`src/rtl/rtc_pkg.sv`:
```
package rtc_pkg;
  typedef enum logic [2:0] {
    SEL_TIME_LO  = 3'd0,
    SEL_TIME_HI  = 3'd1,
    SEL_ALARM_LO = 3'd2,
    SEL_ALARM_HI = 3'd3,
    SEL_IRQ_EN   = 3'd4,
    SEL_DISARM   = 3'd5,
    SEL_STATUS   = 3'd6,
    SEL_ACK_IRQ  = 3'd7
  } reg_sel_t;
endpackage

```
`src/rtl/rtc_counter.sv`:
```
module rtc_counter #(
  parameter int CNT_W = 64,
  parameter int STEP  = 10
) (
  input  logic             clk,
  input  logic             rst,
  input  logic             load,
  input  logic [CNT_W-1:0] load_val,
  output logic [CNT_W-1:0] cnt
);
  localparam logic [CNT_W-1:0] STEP_V = CNT_W'(STEP);

  always_ff @(posedge clk) begin
    if (rst)       cnt <= '0;
    else if (load) cnt <= load_val;
    else           cnt <= cnt + STEP_V;
  end

  assert_advance_R2: assert property (@(posedge clk) disable iff (rst)
    !load |=> cnt == $past(cnt) + STEP_V);
  assert_load_R4: assert property (@(posedge clk) disable iff (rst)
    load |=> cnt == $past(load_val));
endmodule

```
`src/rtl/rtc_alarm.sv`:
```
module rtc_alarm #(
  parameter int CNT_W = 64
) (
  input  logic             clk,
  input  logic             rst,
  input  logic [CNT_W-1:0] cnt,
  input  logic             arm_we,
  input  logic [CNT_W-1:0] arm_val,
  input  logic             disarm,
  input  logic             ack,
  output logic [CNT_W-1:0] alarm_q,
  output logic             armed_q,
  output logic             pend_q,
  output logic             pend_nxt
);
  logic hit, fire, armed_nxt;

  assign hit  = cnt >= alarm_q;
  assign fire = armed_q & hit;

  always_comb begin
    armed_nxt = armed_q;
    if (arm_we)              armed_nxt = 1'b1;
    else if (fire || disarm) armed_nxt = 1'b0;
    pend_nxt = pend_q;
    if (fire)     pend_nxt = 1'b1;
    else if (ack) pend_nxt = 1'b0;
  end

  always_ff @(posedge clk) begin
    if (rst) begin
      alarm_q <= '0;
      armed_q <= 1'b0;
      pend_q  <= 1'b0;
    end else begin
      if (arm_we) alarm_q <= arm_val;
      armed_q <= armed_nxt;
      pend_q  <= pend_nxt;
    end
  end

  assert_fire_once_R6: assert property (@(posedge clk) disable iff (rst)
    (armed_q && cnt >= alarm_q && !arm_we) |=> (!armed_q && pend_q));
  assert_disarm_quiet_R7: assert property (@(posedge clk) disable iff (rst)
    (disarm && !arm_we && !(armed_q && cnt >= alarm_q)) |=> (!armed_q && $stable(pend_q)));
  assert_ack_R8: assert property (@(posedge clk) disable iff (rst)
    (ack && !(armed_q && cnt >= alarm_q)) |=> !pend_q);
  assert_arm_R5: assert property (@(posedge clk) disable iff (rst)
    arm_we |=> (armed_q && alarm_q == $past(arm_val)));
endmodule

```
`src/rtl/ns_rtc.sv`:
```
module ns_rtc #(
  parameter int NS_PER_TICK = 10,
  parameter int ADDR_W      = 5,
  parameter int DATA_W      = 32
) (
  input  logic              clk,
  input  logic              rst,
  input  logic              bus_valid,
  input  logic              bus_write,
  input  logic [ADDR_W-1:0] bus_addr,
  input  logic [DATA_W-1:0] bus_wdata,
  output logic [DATA_W-1:0] bus_rdata,
  output logic              irq
);
  import rtc_pkg::*;
  localparam int CNT_W = 2 * DATA_W;

  reg_sel_t          sel;
  logic              wr, rd;
  logic [CNT_W-1:0]  cnt, alarm_q;
  logic              armed_q, pend_q, pend_nxt;
  logic [DATA_W-1:0] time_stage, alarm_stage, shadow;
  logic              en_q, en_nxt;
  logic [DATA_W-1:0] rd_mux;

  assign sel = reg_sel_t'(bus_addr[4:2]);
  assign wr  = bus_valid & bus_write;
  assign rd  = bus_valid & ~bus_write;

  rtc_counter #(.CNT_W(CNT_W), .STEP(NS_PER_TICK)) u_cnt (
    .clk(clk), .rst(rst),
    .load(wr && sel == SEL_TIME_LO),
    .load_val({time_stage, bus_wdata}),
    .cnt(cnt)
  );

  rtc_alarm #(.CNT_W(CNT_W)) u_alarm (
    .clk(clk), .rst(rst), .cnt(cnt),
    .arm_we(wr && sel == SEL_ALARM_LO),
    .arm_val({alarm_stage, bus_wdata}),
    .disarm(wr && sel == SEL_DISARM && bus_wdata[0]),
    .ack(wr && sel == SEL_ACK_IRQ && bus_wdata[0]),
    .alarm_q(alarm_q), .armed_q(armed_q),
    .pend_q(pend_q), .pend_nxt(pend_nxt)
  );

  assign en_nxt = (wr && sel == SEL_IRQ_EN) ? bus_wdata[0] : en_q;

  always_comb begin
    rd_mux = '0;
    case (sel)
      SEL_TIME_LO:  rd_mux = cnt[DATA_W-1:0];
      SEL_TIME_HI:  rd_mux = shadow;
      SEL_ALARM_LO: rd_mux = alarm_q[DATA_W-1:0];
      SEL_ALARM_HI: rd_mux = alarm_q[CNT_W-1:DATA_W];
      SEL_IRQ_EN:   rd_mux = DATA_W'(en_q);
      SEL_STATUS:   rd_mux = DATA_W'(armed_q);
      default:      rd_mux = '0;
    endcase
  end

  always_ff @(posedge clk) begin
    if (rst) begin
      time_stage  <= '0;
      alarm_stage <= '0;
      shadow      <= '0;
      en_q        <= 1'b0;
      irq         <= 1'b0;
      bus_rdata   <= '0;
    end else begin
      if (wr && sel == SEL_TIME_HI)  time_stage  <= bus_wdata;
      if (wr && sel == SEL_ALARM_HI) alarm_stage <= bus_wdata;
      if (rd && sel == SEL_TIME_LO)  shadow      <= cnt[CNT_W-1:DATA_W];
      if (rd)                        bus_rdata   <= rd_mux;
      en_q <= en_nxt;
      irq  <= pend_nxt & en_nxt;
    end
  end

  assert_irq_gate_R9: assert property (@(posedge clk) disable iff (rst)
    irq == (pend_q && en_q));
  assert_shadow_R3: assert property (@(posedge clk) disable iff (rst)
    (rd && sel == SEL_TIME_LO) |=> shadow == $past(cnt[CNT_W-1:DATA_W]));
  assert_rdata_hold_R10: assert property (@(posedge clk) disable iff (rst)
    !rd |=> $stable(bus_rdata));
  assert_stage_split_R11: assert property (@(posedge clk) disable iff (rst)
    (wr && sel == SEL_TIME_HI) |=> $stable(alarm_stage));
endmodule

```
`config.mk`:
```
export PLATFORM = sky130hd
export DESIGN_NAME = ns_rtc
export DESIGN_NICKNAME = d
export VERILOG_FILES = /design/src/rtl/rtc_pkg.sv /design/src/rtl/rtc_counter.sv /design/src/rtl/rtc_alarm.sv /design/src/rtl/ns_rtc.sv
export SDC_FILE = /design/constraint.sdc
export NUM_CORES = 1
export LEC_CHECK = 0
export BUFFER_PORTS_ARGS = -buffer_cell sky130_fd_sc_hd__buf_2
export CAP_MARGIN = 5
export CORE_ASPECT_RATIO = 1.4
export CORE_MARGIN = 1.5
export CORE_UTILIZATION = 43
export DETAILED_ROUTE_END_ITERATION = 7
export GPL_ROUTABILITY_DRIVEN = 0
export PLACE_DENSITY_LB_ADDON = 0.05
export SETUP_SLACK_MARGIN = 0.5
export SYNTH_ARGS = -nofsm -noshare
export SYNTH_HDL_FRONTEND = slang
export SYNTH_SLANG_ARGS = --single-unit
export TNS_END_PERCENT = 100
```
`constraint.sdc`:
```
create_clock -name clk -period 2.45 [get_ports clk]
set_input_delay 0.49 -clock clk [delete_from_list [all_inputs] [get_ports clk]]
set_output_delay 0.49 -clock clk [all_outputs]
set_load 0.1 [all_outputs]
```
==> impl_metrics.tcl <==
set metrics [dict create \
    run_status "finished clean" \
    die_w_um 146 \
    core_sq_um 28300 \
    timing.fmax_ghz 0.421 \
    final_cell_count_no_fill 2137 \
    ys_seq_area_share_pct 42.3 \
    synth_cell_types 49 \
    synth_top_area_share_pct 42.3 \
    finalCritPeriodShare_pct 96.9 \
    hold_buffers 0 \
    powerDensity_nw_per_um2 601 \
    cts_tree "done" \
    cts_buffer_depth 3 \
    grt_util_met3_pct 2.82 \
    worst_clock_skew_ns 0.0183 \
    grt_max_degree 68 \
    clk_pin_slew_ns 0.06 \
    yosysTopAreaCell "dfxtp_1" \
    hold_viol 0 \
    fill_cells 2745 \
    synth_edf_count 0 \
    synth_common_cells "370 x nand2_1, 260 x dfxtp_1, 249 x a21oi_1, 104 x nor2_1, 100 x clkbuf_1" \
    first_pass_iters 6 \
    antenna_found_initial 0 \
    synth-warning-count 0 \
    die_area_sq_um 29700 \
    slew_headroom_pct 56.5 \
    hpwl_um 27400 \
    syn_avg_cell_area_sq_um 7.73 \
    hold_class "input port to flip-flop" \
    slowest_stage "or4_4" \
    power_leakage_nw 5.89 \
    critical-path-max-stage-delay_ns 0.56 \
    met1_usage_pct 34.2 \
    synthArstFlopShare_pct 0 \
    rows 73 \
    grt_pass1_vias 11380 \
    numClockSinks 260 \
    clock-root-buffer "clkbuf_16" \
    grt_overflow 0 \
    required_ns 2.93 \
    dp_cells 2051 \
    maxCapViolCount 0 \
    crit_arrival_ns 2.85 \
    grt_util_met2_pct 48.8 \
    crit_type "flip-flop to flip-flop" \
    start_util_pct 43.5 \
    worst_pin_slew_ns 0.652 \
    min_period_ns 2.38 \
    yosys-top-cells-area "dfxtp_1 42%, nand2_1 11%, a21oi_1 10%" \
    syn_nets 1697 \
    gr-usage-all-layers_pct 27.6 \
    grt_pass1_wl_um 63800 \
    pin_count 74 \
    fin_nets 1849 \
    drv_slew 0 \
    initialDrtViolationCount 633 \
    grt-busiest-layer "met2" \
    ys_seq_elements 260 \
    cts.htree.levels 1 \
    die_height_um 203 \
    syn_inst 1591 \
    r2r_slack_ns 0.07 \
    ir_worst_vdd_v 0.000604 \
    via_count 11908 \
    cpMostUsedCell "or3_4" \
    drt_wl_total_um 41400 \
    drt.antenna.violating_nets 0 \
    crit_buf_inv 1 \
    synth_flop_cell "dfxtp_1" \
    clk_latency_ns 0.56 \
    drc 0 \
    finalPower_w 0.00955 \
    diodes 0 \
    startpoint_type "flip-flop" \
    worst-path-max-fanout 8 \
    rsz0062_at_grt "true" \
    end_kind "flip-flop" \
    synth.most_common_cell "nand2_1" \
    area_delta_synth_final_pct 29.2 \
    portBuffers 71 \
    numCtsBuffers 27 \
    syn_area_sq_um 12300 \
    viasPerCell 5.57 \
    layout-drive-gt1-share_pct 23.8 \
    cp_top_family "simple AND/OR/NAND/NOR gates" \
    fin_tns_setup_ns 0 \
    crit_chain "and4_4 > nand4_1 > or4_4 > or3_4 > buf_8 > or3_4 > a311oi_2" \
    post_drt_wl_per_cell_um 19.4 \
    setup_viol 0 \
    whs_ns 0.209 \
]
==> report_power, final <==
part	leakage, nW	switching, W	internal, W
Clock	0.447	0.00180	0.00246
Combinational	3.32	0.000575	0.000388
Sequential	2.12	0.0000478	0.00428
Total	5.89	0.00242	0.00713
==> cell families after synthesis <==
logic type / share of synthesized area [%]
and+or+nand+nor: 21.5
adders and majority gates: 6.61
AOI/OAI and AO/OA: 20.9
DFF: 42.3
xor gates and xnor gates: 2.85
muxes: 0.244
buffers and inverters: 5.59
==> layout by cell type (no fill, tap or decap), types with 7 or more instances in the layout <==
cell	n
and3_1	11
a311oi_1	15
buf_4	125
a211oi_1	34
a211oi_2	7
and4_1	7
dfxtp_1	222
clkinv_2	7
nand3_1	18
nor3_4	9
or3_1	17
ha_1	53
buf_6	16
ha_4	12
o21ai_0	25
xnor2_1	9
dfxtp_2	33
buf_12	11
a21oi_1	244
inv_1	75
nand3_2	8
xor2_1	24
a22oi_1	62
clkbuf_16	27
nor2_1	102
buf_2	71
nand2_1	366
nand4_1	25
==> worst paths after layout <==
| kind | from | end | cells after the start |
|---|---|---|---|
| max | u_cnt.cnt[18] | u_cnt.cnt[57] | 7 |
| min | bus_wdata[30] | alarm_stage[30] | 3 |
| max reg2reg | u_cnt.cnt[18] | u_cnt.cnt[57] | 7 |
| min reg2reg | alarm_stage[24] | u_alarm.alarm_q[56] | 2 |
==> metrics by stage <==
step	utilization (%)	setup WS, ns	instance area, sq um
2_1_floorplan	-	0.000434	12400
3_3_place_gp	48.9	-0.0856	13800
3_5_place_dp	48.9	-0.0255	13800
4_1_cts	54.3	0.0728	15400
5_1_grt	56.2	-0.0000289	15900
6_report	56.2	0.0748	15900
==> worst reg2reg max path, cell delays in order (launching register included) <==
cell and delay, ns:
dfxtp_2 0.33, and4_4 0.24, nand4_1 0.12, or4_4 0.56, or3_4 0.35, buf_8 0.15, or3_4 0.34, a311oi_2 0.23
==> flip-flops by register name, indices dropped and copies added, names as in the netlist <==
name	flops
u_alarm.alarm_q	64
u_cnt.cnt	64
alarm_stage	32
bus_rdata	32
shadow	32
time_stage	32
en_q	1
irq	1
u_alarm.armed_q	1
u_alarm.pend_q	1
==> layout make-up <==
class	count	area [sq um]	area share, %
Clock buffer	33	738	4.64
Timing Repair Buffer	226	1750	11.0
Inverter	78	293	1.84
Multi-Input combinational cell	1150	7220	45.4
Clock inverter	15	166	1.05
Sequential cell	260	5270	33.1
Tap cell	375	469	2.95
==> layer usage <==
| layer | up-vias | wire length (um) |
|---|---|---|
| met5 | - | 0 |
| met4 | 0 | 1780 |
| met3 | 92 | 1790 |
| met2 | 321 | 20500 |
| met1 | 5678 | 17300 |
| li1 | 5817 | - |
==> timing repair <==
action	4_1_cts	5_1_grt
pin swaps	45	74
resized for setup	92	84
setup buffers	21	15
setup endpoints to repair	51	53
gates cloned	1	1
endpoints found under the hold margin	0	0
Power figures use the tool's default switching activity.
